==> src/rtl/evo_pkg.sv <==
package evo_pkg;

  localparam int POP_N  = 4;
  localparam int RNG_W  = 16;
  localparam logic [RNG_W-1:0] RNG_TAPS = 16'hB400;

  typedef enum logic [2:0] {
    ST_IDLE,
    ST_MUTATE,
    ST_LOAD_CFG,
    ST_WAIT_FIT,
    ST_COMPARE,
    ST_UPDATE
  } evo_state_e;

  function automatic logic [RNG_W-1:0] rng_next(input logic [RNG_W-1:0] s);
    rng_next = (s >> 1) ^ (s[0] ? RNG_TAPS : '0);
  endfunction

endpackage

==> src/rtl/evo_lfsr.sv <==
module evo_lfsr
  import evo_pkg::*;
(
  input  logic             clk,
  input  logic             rst_n,
  input  logic             load,
  input  logic [RNG_W-1:0] seed,
  input  logic             step,
  output logic [RNG_W-1:0] value
);

  logic [RNG_W-1:0] rng_q;

  always_ff @(posedge clk) begin
    if (!rst_n)
      rng_q <= RNG_W'(1);
    else if (load)
      rng_q <= (seed == '0) ? RNG_W'(1) : seed;
    else if (step)
      rng_q <= rng_next(rng_q);
  end

  assign value = rng_q;

  assert_rng_nonzero_R6: assert property (@(posedge clk) disable iff (!rst_n)
    rng_q != '0);

endmodule

==> src/rtl/evo_mutator.sv <==
module evo_mutator
  import evo_pkg::*;
#(
  parameter int CHROM_W = 64
) (
  input  logic [CHROM_W-1:0] parent,
  input  logic [RNG_W-1:0]   pos,
  output logic [CHROM_W-1:0] child
);

  for (genvar i = 0; i < CHROM_W; i++) begin : g_bit
    assign child[i] = parent[i] ^ (pos == RNG_W'(i));
  end

  always_comb begin
    if (pos < RNG_W'(CHROM_W))
      assert_single_flip_R5: assert ($countones(child ^ parent) == 1);
  end

endmodule

==> src/rtl/evo_pop_store.sv <==
module evo_pop_store
  import evo_pkg::*;
#(
  parameter int CHROM_W = 64,
  parameter int FIT_W   = 16
) (
  input  logic               clk,
  input  logic               rst_n,
  input  logic               cw_en,
  input  logic [1:0]         cw_idx,
  input  logic [CHROM_W-1:0] cw_data,
  input  logic               fw_en,
  input  logic [1:0]         fw_idx,
  input  logic [FIT_W-1:0]   fw_data,
  input  logic [1:0]         ra_idx,
  output logic [CHROM_W-1:0] ra_chrom,
  input  logic [1:0]         rb_idx,
  output logic [CHROM_W-1:0] rb_chrom,
  input  logic [1:0]         rf_idx,
  output logic [FIT_W-1:0]   rf_fit,
  output logic [CHROM_W-1:0] best_chrom,
  output logic [FIT_W-1:0]   best_fit
);

  logic [CHROM_W-1:0] chrom_q [POP_N];
  logic [FIT_W-1:0]   fit_q   [POP_N];

  always_ff @(posedge clk) begin
    if (!rst_n) begin
      for (int s = 0; s < POP_N; s++) begin
        chrom_q[s] <= '0;
        fit_q[s]   <= '1;
      end
    end else begin
      if (cw_en) chrom_q[cw_idx] <= cw_data;
      if (fw_en) fit_q[fw_idx]   <= fw_data;
    end
  end

  assign ra_chrom   = chrom_q[ra_idx];
  assign rb_chrom   = chrom_q[rb_idx];
  assign rf_fit     = fit_q[rf_idx];
  assign best_chrom = chrom_q[0];
  assign best_fit   = fit_q[0];

endmodule

==> src/rtl/evo_cfg_stream.sv <==
module evo_cfg_stream #(
  parameter int CHROM_W = 64,
  parameter int WORD_W  = 16
) (
  input  logic               clk,
  input  logic               rst_n,
  input  logic               launch,
  input  logic [CHROM_W-1:0] chrom_in,
  output logic               out_valid,
  input  logic               out_ready,
  output logic [WORD_W-1:0]  out_data,
  output logic               out_last,
  output logic               xfer_end
);

  localparam int NWORDS = CHROM_W / WORD_W;
  localparam int CNT_W  = (NWORDS > 1) ? $clog2(NWORDS) : 1;

  logic [CHROM_W-1:0] sh_q;
  logic [CNT_W-1:0]   cnt_q;
  logic               valid_q;
  logic               fire;

  assign out_valid = valid_q;
  assign out_data  = sh_q[WORD_W-1:0];
  assign out_last  = valid_q && (cnt_q == CNT_W'(NWORDS - 1));
  assign fire      = valid_q && out_ready;
  assign xfer_end  = fire && out_last;

  always_ff @(posedge clk) begin
    if (!rst_n) begin
      sh_q    <= '0;
      cnt_q   <= '0;
      valid_q <= 1'b0;
    end else if (launch) begin
      sh_q    <= chrom_in;
      cnt_q   <= '0;
      valid_q <= 1'b1;
    end else if (fire) begin
      if (out_last) begin
        valid_q <= 1'b0;
      end else begin
        sh_q  <= sh_q >> WORD_W;
        cnt_q <= cnt_q + CNT_W'(1);
      end
    end
  end

  assert_hold_on_stall_R3: assert property (@(posedge clk) disable iff (!rst_n)
    (out_valid && !out_ready) |=> (out_valid && $stable(out_data) && $stable(out_last)));

  assert_launch_when_free_R3: assert property (@(posedge clk) disable iff (!rst_n)
    launch |-> !out_valid);

endmodule

==> src/rtl/evo_gene_ctrl.sv <==
module evo_gene_ctrl
  import evo_pkg::*;
#(
  parameter int CHROM_W = 64,
  parameter int WORD_W  = 16,
  parameter int FIT_W   = 16,
  parameter int GEN_W   = 16
) (
  input  logic               clk,
  input  logic               rst_n,
  input  logic               start,
  input  logic [GEN_W-1:0]   gen_limit,
  input  logic               seed_load,
  input  logic [RNG_W-1:0]   seed,
  input  logic [CHROM_W-1:0] init_chrom,
  output logic               cfg_valid,
  input  logic               cfg_ready,
  output logic [WORD_W-1:0]  cfg_data,
  output logic               cfg_last,
  input  logic               fit_valid,
  output logic               fit_ready,
  input  logic [FIT_W-1:0]   fit_data,
  output logic [CHROM_W-1:0] best_chrom,
  output logic [FIT_W-1:0]   best_fit,
  output logic               done
);

  localparam logic [1:0] LAST_IDX = 2'(POP_N - 1);

  evo_state_e         st_q;
  logic [1:0]         idx_q, sel_q;
  logic [GEN_W-1:0]   gen_q, lim_q;
  logic [FIT_W-1:0]   run_fit_q;
  logic               reload_q, launch_q, done_q;

  logic               idle, start_go;
  logic [RNG_W-1:0]   rng_val, mut_pos;
  logic [CHROM_W-1:0] child, ra_chrom, rb_chrom;
  logic [FIT_W-1:0]   rf_fit;
  logic               cw_en, fw_en, xfer_end;
  logic [1:0]         cw_idx, fw_idx;
  logic [CHROM_W-1:0] cw_data;
  logic [FIT_W-1:0]   fw_data;

  assign idle     = (st_q == ST_IDLE);
  assign start_go = start && idle;
  assign mut_pos  = rng_val % RNG_W'(CHROM_W);

  evo_lfsr u_rng (
    .clk   (clk),
    .rst_n (rst_n),
    .load  (seed_load && idle),
    .seed  (seed),
    .step  (st_q == ST_MUTATE),
    .value (rng_val)
  );

  evo_mutator #(.CHROM_W(CHROM_W)) u_mut (
    .parent (best_chrom),
    .pos    (mut_pos),
    .child  (child)
  );

  always_comb begin
    cw_en   = start_go || (st_q == ST_MUTATE) || (st_q == ST_UPDATE);
    cw_idx  = (st_q == ST_MUTATE) ? idx_q : 2'd0;
    cw_data = start_go ? init_chrom : ((st_q == ST_MUTATE) ? child : rb_chrom);
    fw_en   = ((st_q == ST_WAIT_FIT) && fit_valid) || (st_q == ST_UPDATE);
    fw_idx  = (st_q == ST_WAIT_FIT) ? idx_q : 2'd0;
    fw_data = (st_q == ST_WAIT_FIT) ? fit_data : run_fit_q;
  end

  evo_pop_store #(.CHROM_W(CHROM_W), .FIT_W(FIT_W)) u_pop (
    .clk        (clk),
    .rst_n      (rst_n),
    .cw_en      (cw_en),
    .cw_idx     (cw_idx),
    .cw_data    (cw_data),
    .fw_en      (fw_en),
    .fw_idx     (fw_idx),
    .fw_data    (fw_data),
    .ra_idx     (idx_q),
    .ra_chrom   (ra_chrom),
    .rb_idx     (sel_q),
    .rb_chrom   (rb_chrom),
    .rf_idx     (idx_q),
    .rf_fit     (rf_fit),
    .best_chrom (best_chrom),
    .best_fit   (best_fit)
  );

  evo_cfg_stream #(.CHROM_W(CHROM_W), .WORD_W(WORD_W)) u_stream (
    .clk       (clk),
    .rst_n     (rst_n),
    .launch    (launch_q),
    .chrom_in  (ra_chrom),
    .out_valid (cfg_valid),
    .out_ready (cfg_ready),
    .out_data  (cfg_data),
    .out_last  (cfg_last),
    .xfer_end  (xfer_end)
  );

  assign fit_ready = (st_q == ST_WAIT_FIT);
  assign done      = done_q;

  always_ff @(posedge clk) begin
    if (!rst_n) begin
      st_q      <= ST_IDLE;
      idx_q     <= '0;
      sel_q     <= '0;
      gen_q     <= '0;
      lim_q     <= '0;
      run_fit_q <= '1;
      reload_q  <= 1'b0;
      launch_q  <= 1'b0;
      done_q    <= 1'b0;
    end else begin
      launch_q <= 1'b0;
      unique case (st_q)
        ST_IDLE: if (start) begin
          st_q      <= ST_LOAD_CFG;
          idx_q     <= '0;
          sel_q     <= '0;
          gen_q     <= '0;
          lim_q     <= (gen_limit == '0) ? GEN_W'(1) : gen_limit;
          run_fit_q <= '1;
          reload_q  <= 1'b0;
          launch_q  <= 1'b1;
          done_q    <= 1'b0;
        end
        ST_MUTATE: begin
          st_q     <= ST_LOAD_CFG;
          launch_q <= 1'b1;
        end
        ST_LOAD_CFG: if (xfer_end) begin
          if (!reload_q) begin
            st_q <= ST_WAIT_FIT;
          end else if (gen_q >= lim_q) begin
            st_q     <= ST_IDLE;
            reload_q <= 1'b0;
            done_q   <= 1'b1;
          end else begin
            st_q      <= ST_MUTATE;
            reload_q  <= 1'b0;
            idx_q     <= 2'd1;
            sel_q     <= '0;
            run_fit_q <= best_fit;
          end
        end
        ST_WAIT_FIT: if (fit_valid) st_q <= ST_COMPARE;
        ST_COMPARE: begin
          if (rf_fit < run_fit_q) begin
            run_fit_q <= rf_fit;
            sel_q     <= idx_q;
          end
          if (idx_q == LAST_IDX) begin
            st_q <= ST_UPDATE;
          end else begin
            idx_q <= idx_q + 2'd1;
            st_q  <= ST_MUTATE;
          end
        end
        ST_UPDATE: begin
          st_q     <= ST_LOAD_CFG;
          reload_q <= 1'b1;
          launch_q <= 1'b1;
          idx_q    <= '0;
          gen_q    <= gen_q + GEN_W'(1);
        end
        default: st_q <= ST_IDLE;
      endcase
    end
  end

  assert_channels_exclusive_R4: assert property (@(posedge clk) disable iff (!rst_n)
    fit_ready |-> !cfg_valid);

  assert_quiet_when_done_R9: assert property (@(posedge clk) disable iff (!rst_n)
    done |-> (!cfg_valid && !fit_ready));

  assert_gen_bound_R9: assert property (@(posedge clk) disable iff (!rst_n)
    !idle |-> (gen_q <= lim_q));

  assert_best_never_rises_R11: assert property (@(posedge clk) disable iff (!rst_n)
    !((st_q == ST_WAIT_FIT) && (idx_q == 2'd0)) |=> (best_fit <= $past(best_fit)));

endmodule

==> config.mk <==
export PLATFORM = sky130hd
export DESIGN_NAME = evo_gene_ctrl
export DESIGN_NICKNAME = d
export VERILOG_FILES = /design/src/rtl/evo_pkg.sv /design/src/rtl/evo_lfsr.sv /design/src/rtl/evo_mutator.sv /design/src/rtl/evo_pop_store.sv /design/src/rtl/evo_cfg_stream.sv /design/src/rtl/evo_gene_ctrl.sv
export SDC_FILE = /design/constraint.sdc
export NUM_CORES = 1
export LEC_CHECK = 0
export BUFFER_PORTS_ARGS = -buffer_cell sky130_fd_sc_hd__buf_2
export CAP_MARGIN = 20
export CELL_PAD_IN_SITES_DETAIL_PLACEMENT = 1
export CELL_PAD_IN_SITES_GLOBAL_PLACEMENT = 2
export CORE_ASPECT_RATIO = 0.5
export CORE_MARGIN = 2
export CORE_UTILIZATION = 40
export CTS_CLUSTER_SIZE = 28
export DETAILED_ROUTE_END_ITERATION = 8
export HOLD_SLACK_MARGIN = 0.05
export PLACE_DENSITY = 0.79
export SLEW_MARGIN = 20
export SYNTH_ARGS = -nofsm -noshare
export SYNTH_HDL_FRONTEND = slang
export SYNTH_SLANG_ARGS = --single-unit
==> constraint.sdc <==
create_clock -name clk -period 10.7 [get_ports clk]
set_clock_uncertainty 0.05 [all_clocks]
set_input_delay 0.535 -clock clk [delete_from_list [all_inputs] [get_ports clk]]
set_output_delay 0.535 -clock clk [all_outputs]
set_load 0.05 [all_outputs]
# Word-level counts from Yosys, hierarchy flattened
# Memories as Yosys holds them, arrays and structs flattened. A register that Yosys moved wholly into a read port is not among the register bits.
# Index checks and enable logic that the tools add are counted.
[totals] input_bits=118 regBits=141 wordCells=271 mem_count=2 mem_bits_ro=0 ram_bits=320 latchBits=0
[op_classes] shifts=0 mul=0 order_cmp=2 bitwise_logic=67 n_reduce_logical=35 add_sub_neg=3 div=0 mux=70 n_eq_ne=79
[memory_table] name="u_pop.chrom_q" words=4 word_bits=64 rd=3 rd_clocked_by_memory_dff=2 wr=4 line="evo_pop_store.sv:25" rtl="logic [CHROM_W-1:0] chrom_q [POP_N];"
[memory_table] name="u_pop.fit_q" words=4 word_bits=16 rd=2 rd_clocked_by_memory_dff=1 wr=4 line="evo_pop_store.sv:26" rtl="logic [FIT_W-1:0] fit_q [POP_N];"
[ops] cell="$mux 64" n=6
[ops] cell="$mux 16" n=13
[ops] cell="$eq 6x6->1 const B" n=32
[ops] cell="$eq 6x5->1 const B" n=16
[ops] cell="$reduce_or 64->1" n=1
[ops] cell="$xor 1x1->1" n=64
[ops] cell="$eq 6x4->1 const B" n=8
[ops] cell="$logic_not 16->1" n=3
[ops] cell="$pmux 16 s3" n=1
[ops] cell="$mux 2" n=20
[ops] cell="$pmux 16 s2" n=1
[ops] cell="$eq 6x3->1 const B" n=4
[ops] cell="$mux 1" n=19
[ops] cell="$add 16x1->16 const B" n=1
[ops] cell="$ge 16x16->1" n=1
[ops] cell="$lt 16x16->1" n=1
[ops] cell="$ne 2x2->1 const B" n=8
[ops] cell="$reduce_or 16->1" n=1
[ops] cell="$xor 15x16->16" n=1
[ops] cell="$pmux 3 s5" n=1
[ops] cell="$eq 6x2->1 const B" n=2
[ops] cell="$mux 3" n=4
[ops] cell="$reduce_and 6->1" n=2
[ops] cell="$reduce_and 2->1" n=5
[ops] cell="other kinds (21)" n=41

# Longest topological paths before layout
[depth] ltp_word=9 mapped_depth=12 mapped_depth_nobuf=9

# Hierarchy
# Synthesis repeated with hierarchy kept, for this count alone.
[hier_totals] cells_unflattened=2185 hier_area_um2=25715.9
[by_module_without_submodules] module="evo_pop_store" n_inst=1 area_each_um2=15670.0 seq_area_each_um2=9609.2 cells_per_inst=880
[by_module_without_submodules] module="evo_gene_ctrl" n_inst=1 area_each_um2=4890.9 seq_area_each_um2=1161.1 cells_per_inst=669
[by_module_without_submodules] module="evo_cfg_stream" n_inst=1 area_each_um2=2881.5 seq_area_each_um2=1341.3 cells_per_inst=372
[by_module_without_submodules] module="evo_mutator" n_inst=1 area_each_um2=1421.4 seq_area_each_um2=0.0 cells_per_inst=171
[by_module_without_submodules] module="evo_lfsr" n_inst=1 area_each_um2=852.1 seq_area_each_um2=320.3 cells_per_inst=93

# Worst setup path after synthesis
# Ideal clock, no wire load.
[synth_path] kind="register to register" from="register st_q[0]" to="memory u_pop.chrom_q[3][0], enable pin" path_buffers=2 slack_ps=4532 required_time_ps=10076 path_stages_with_launch=5 arrival_ps=5544 setup_ps=574 path_cell_list="dfxtp_1 clkbuf_1 nand2_1 clkbuf_1 o21ai_0"
[synth_lines] element="from (decl)" line="evo_gene_ctrl.sv:30" rtl="evo_state_e st_q;"
[synth_lines] element="from (signal assigned)" line="evo_gene_ctrl.sv:109" rtl="st_q <= ST_IDLE;"
[synth_lines] element="from (signal assigned)" line="evo_gene_ctrl.sv:122" rtl="st_q <= ST_LOAD_CFG;"
[synth_lines] element="from (signal assigned)" line="evo_gene_ctrl.sv:133" rtl="st_q <= ST_LOAD_CFG;"
[synth_lines] element="to (decl)" line="evo_pop_store.sv:25"

==> impl_results.md <==
* Status: finished, final reports clean
* Critical-path cell with the highest stage delay: buf_4
* Most common cell after layout, fill and taps aside: nor2_1
* Critical Path Sink Type: flop
* IO Count at 218
* Fmax at ~0.21 GHz
* CP Launch Type: flop
* Clock share of power at 0.381
* Avg Synthesized Cell Area at roughly 11 sq um
* Unrepaired setup endpoints after global routing: no
* Fin. max-slew vios at 0
* Dpl hpwl at around 50000 microns
* Cell variety after synth at 56
* CTS H-tree depth at 2
* Min-Delay Path Class: primary input to flop
* Post-Route WL at between 70000 and 80000 microns
* Syn Nets at between 2000 and 2500
* GRT Total Usage at 0.252
* PostCTS Resize Cnt at 0
* Layout cells sized above 1 at 0.214
* Critical path peak fanout at 67
* Setup bufs post-CTS at 0
* Routability cong. at between 0.7 and 0.8
* Setup TNS at 0 ns
* Final Cycle Share at 0.435
* Initial Util at 0.407
* Commonest non-fill, non-tap cells in the layout: 409 x nor2_1, 320 x edfxtp_1, 217 x buf_2
* Switching portion of total power at 0.285
* Synth-to-layout area growth at 13.0%
* Root Buffer: clkbuf_16
* CTS Buf Count at 45
* Gate power share at 0.147
* Largest net degree at the start of global routing at 86
* Ys async rst share at 0
* CTS tree: done
* PortBufs at roughly 220
* Hold_buf cts at 0
* 1st-pass router iterations at 5
* N_diodes at 0
* Main synth FF type: edfxtp_1
* First-pass GRT wire length at between 100000 and 150000 microns
* Slew margin rel. at 0.187
* EDFF count, synth at 320
* Setup violations, final at 0
* Hold Vio Cnt, Final at 0
* DRC errors left at 0
* Int Power at 3.19 mW
* Vias per cell at 5.78
* Bufs on Longest Clock Path at 3
* Peak supply drop at between 0.1 and 0.15 mV
* P_leak at approximately 10 nW
* Antenna Violating Nets Remaining at 0
* Die Wd at approximately 350 microns
* Crit-path cells: nor3_2, and2_4, o21ai_0, clkinv_2, buf_4, nand4_1, buf_4, nand2_4, buf_4
* Max Cap Viol at 0
* Avg WL per Cell at 25.4 microns
* Syn Std Cell Area at between 20000 and 25000 sq um
* Sequential area share after synthesis at 0.517
* Required @ worst endpoint at between 10 and 15 ns
* Final Core Density at 0.460
* Least-Margin Pin Slew at 1.21 ns
* Crit Path Class: flop to flop
* # nets final at approximately 2400
* CTS Sinks at 465
* Final critical-path required period at around 4.7 ns
* Synth warn at 0
* PwrDens at approximately 160 nW/um^2
* Worst Path Arrival at between 4 and 5 ns
* Number of global-route vias before repair at 18400
* Core area at between 50000 and 60000 sq um
* CP peak stage delay at 0.72 ns
* Global route total overflow at 0
* Clock transition at path regs at around 0.060 ns
* Initial antenna violation count at 1
* Clk Latency, worst-skew pair at a little under 0.6 ns
* Seq cells post-synth at ~470
* CP most frequent cell: buf_4
* Iteration-0 DRC Markers at 1606
* Rows at 63
* Fillers at between 6000 and 7000
* Die height at between 150 and 200 microns
* Die area at 62600 sq um
* Flop pwr share at 0.472
* Sw power at around 1.3 mW
* Mapped Cells at between 2000 and 2500
* Routed via count at 18100
==> sequential cells by signal, indices dropped and copies added, names as in the netlist, named ones only <==
| name | cells |
|---|---|
| done | 1 |
| gen_q | 16 |
| idx_q | 2 |
| launch_q | 1 |
| lim_q | 16 |
| reload_q | 1 |
| run_fit_q | 16 |
| sel_q | 2 |
| st_q | 3 |
| u_pop.chrom_q | 256 |
| u_pop.fit_q | 64 |
| u_rng.value | 16 |
| u_stream.cnt_q | 2 |
| u_stream.out_valid | 1 |
| u_stream.sh_q | 64 |
==> area by class of cell <==
type	count	area (sq um)	area share
Clock inverter	16	186	0.00681
Multi-Input combinational cell	1432	10600	0.388
Inverter	103	392	0.0143
Timing Repair Buffer	244	1290	0.0471
Tap cell	812	1020	0.0371
Clock buffer	68	1340	0.0488
Sequential cell	465	12500	0.458
==> critical path, delay by kind of cell, from the launching register on <==
| kind | cells | cell delay [ns] |
|---|---|---|
| buffers and inverters | 4 | 1.91 |
| and+or+nand+nor | 4 | 1.54 |
| DFF | 1 | 0.44 |
| AOI/OAI and AO/OA | 1 | 0.27 |
==> cell families (layout without fill, tap and decap cells) <==
group | Yosys count | after routing | share of synthesized area
XOR/XNOR | 67 | 67 | 0.0242
multiplexers | 219 | 219 | 0.165
AO/OA/AOI/OAI | 331 | 331 | 0.0899
buffers and inverters | 289 | 431 | 0.0495
AND/OR/NAND/NOR | 781 | 781 | 0.137
flip-flops | 465 | 465 | 0.517
adder cells (fa/ha/maj) | 34 | 34 | 0.0176
==> through the flow <==
stage,power [mW],hold WS (ns),area (sq um),cells,setup WS (ns)
3_3_place_gp,2.79,0.395,25800,3056,5.63
4_1_cts,4.49,0.135,27400,3140,5.99
2_1_floorplan,2.57,0.386,24200,2186,4.53
3_5_place_dp,2.80,0.400,25800,3056,5.50
5_1_grt,4.62,0.158,27400,3140,5.72
6_report,4.47,0.164,27400,3140,6.05
==> power groups by stage <==
stage / Sequential [mW] / Combinational, mW / Clock (mW)
after CTS: 2.11 / 0.657 / 1.73
after detailed placement: 2.15 / 0.653 / 0
after global routing: 2.12 / 0.705 / 1.79
after floorplan: 2.16 / 0.413 / 0
final: 2.11 / 0.656 / 1.70
after global placement: 2.14 / 0.643 / 0
==> metal layers <==
layer / up-vias / routed length [microns] / share of wire / global-route usage
li1: 8143 / - / - / -
met1: 9424 / 34900 / 0.44 / 0.341
met2: 468 / 38200 / 0.48 / 0.423
met3: 110 / 4430 / 0.056 / 0.0372
met4: 0 / 2070 / 0.026 / 0.0714
met5: - / 0 / 0 / 0
==> cell usage after synthesis, types with 5 or more instances <==
| library cell | count | share of area |
|---|---|---|
| a211oi_1 | 111 | 0.034 |
| a21o_1 | 5 | 0.0016 |
| a21oi_1 | 76 | 0.016 |
| a221oi_1 | 18 | 0.0065 |
| a311oi_1 | 6 | 0.0022 |
| and2_1 | 8 | 0.0021 |
| and3_1 | 68 | 0.018 |
| buf_1 | 17 | 0.0026 |
| buf_2 | 31 | 0.0064 |
| buf_4 | 16 | 0.0050 |
| clkbuf_1 | 120 | 0.019 |
| dfxtp_1 | 145 | 0.12 |
| edfxtp_1 | 320 | 0.40 |
| ha_1 | 34 | 0.018 |
| inv_1 | 100 | 0.016 |
| mux2i_1 | 71 | 0.029 |
| mux4_2 | 144 | 0.13 |
| nand2_1 | 198 | 0.031 |
| nand2b_1 | 10 | 0.0026 |
| nand3_1 | 38 | 0.0079 |
| nand4_1 | 8 | 0.0021 |
| nor2_1 | 410 | 0.064 |
| nor3_1 | 14 | 0.0029 |
| nor4_1 | 7 | 0.0018 |
| o211ai_1 | 5 | 0.0016 |
| o21ai_0 | 76 | 0.016 |
| o221ai_1 | 9 | 0.0033 |
| or2_2 | 8 | 0.0021 |
| xnor2_1 | 22 | 0.0080 |
| xor2_1 | 45 | 0.016 |
==> worst paths after layout <==
| kind | start | endpoint | slack (ns) | depth (start not counted) |
|---|---|---|---|---|
| setup reg to reg | st_q[1]$_SDFFE_PN0P_ | u_pop.chrom_q[2][43]$_SDFFCE_PN0P_ | 6.05 | 9 |
| hold reg to reg | lim_q[9]$_SDFFE_PN0P_ | lim_q[9]$_SDFFE_PN0P_ | 0.41 | 2 |
| setup / recovery | st_q[1]$_SDFFE_PN0P_ | u_pop.chrom_q[2][43]$_SDFFCE_PN0P_ | 6.05 | 9 |
| hold / removal | gen_limit[9] | lim_q[9]$_SDFFE_PN0P_ | 0.16 | 3 |
(Power assumes the default switching activity.)
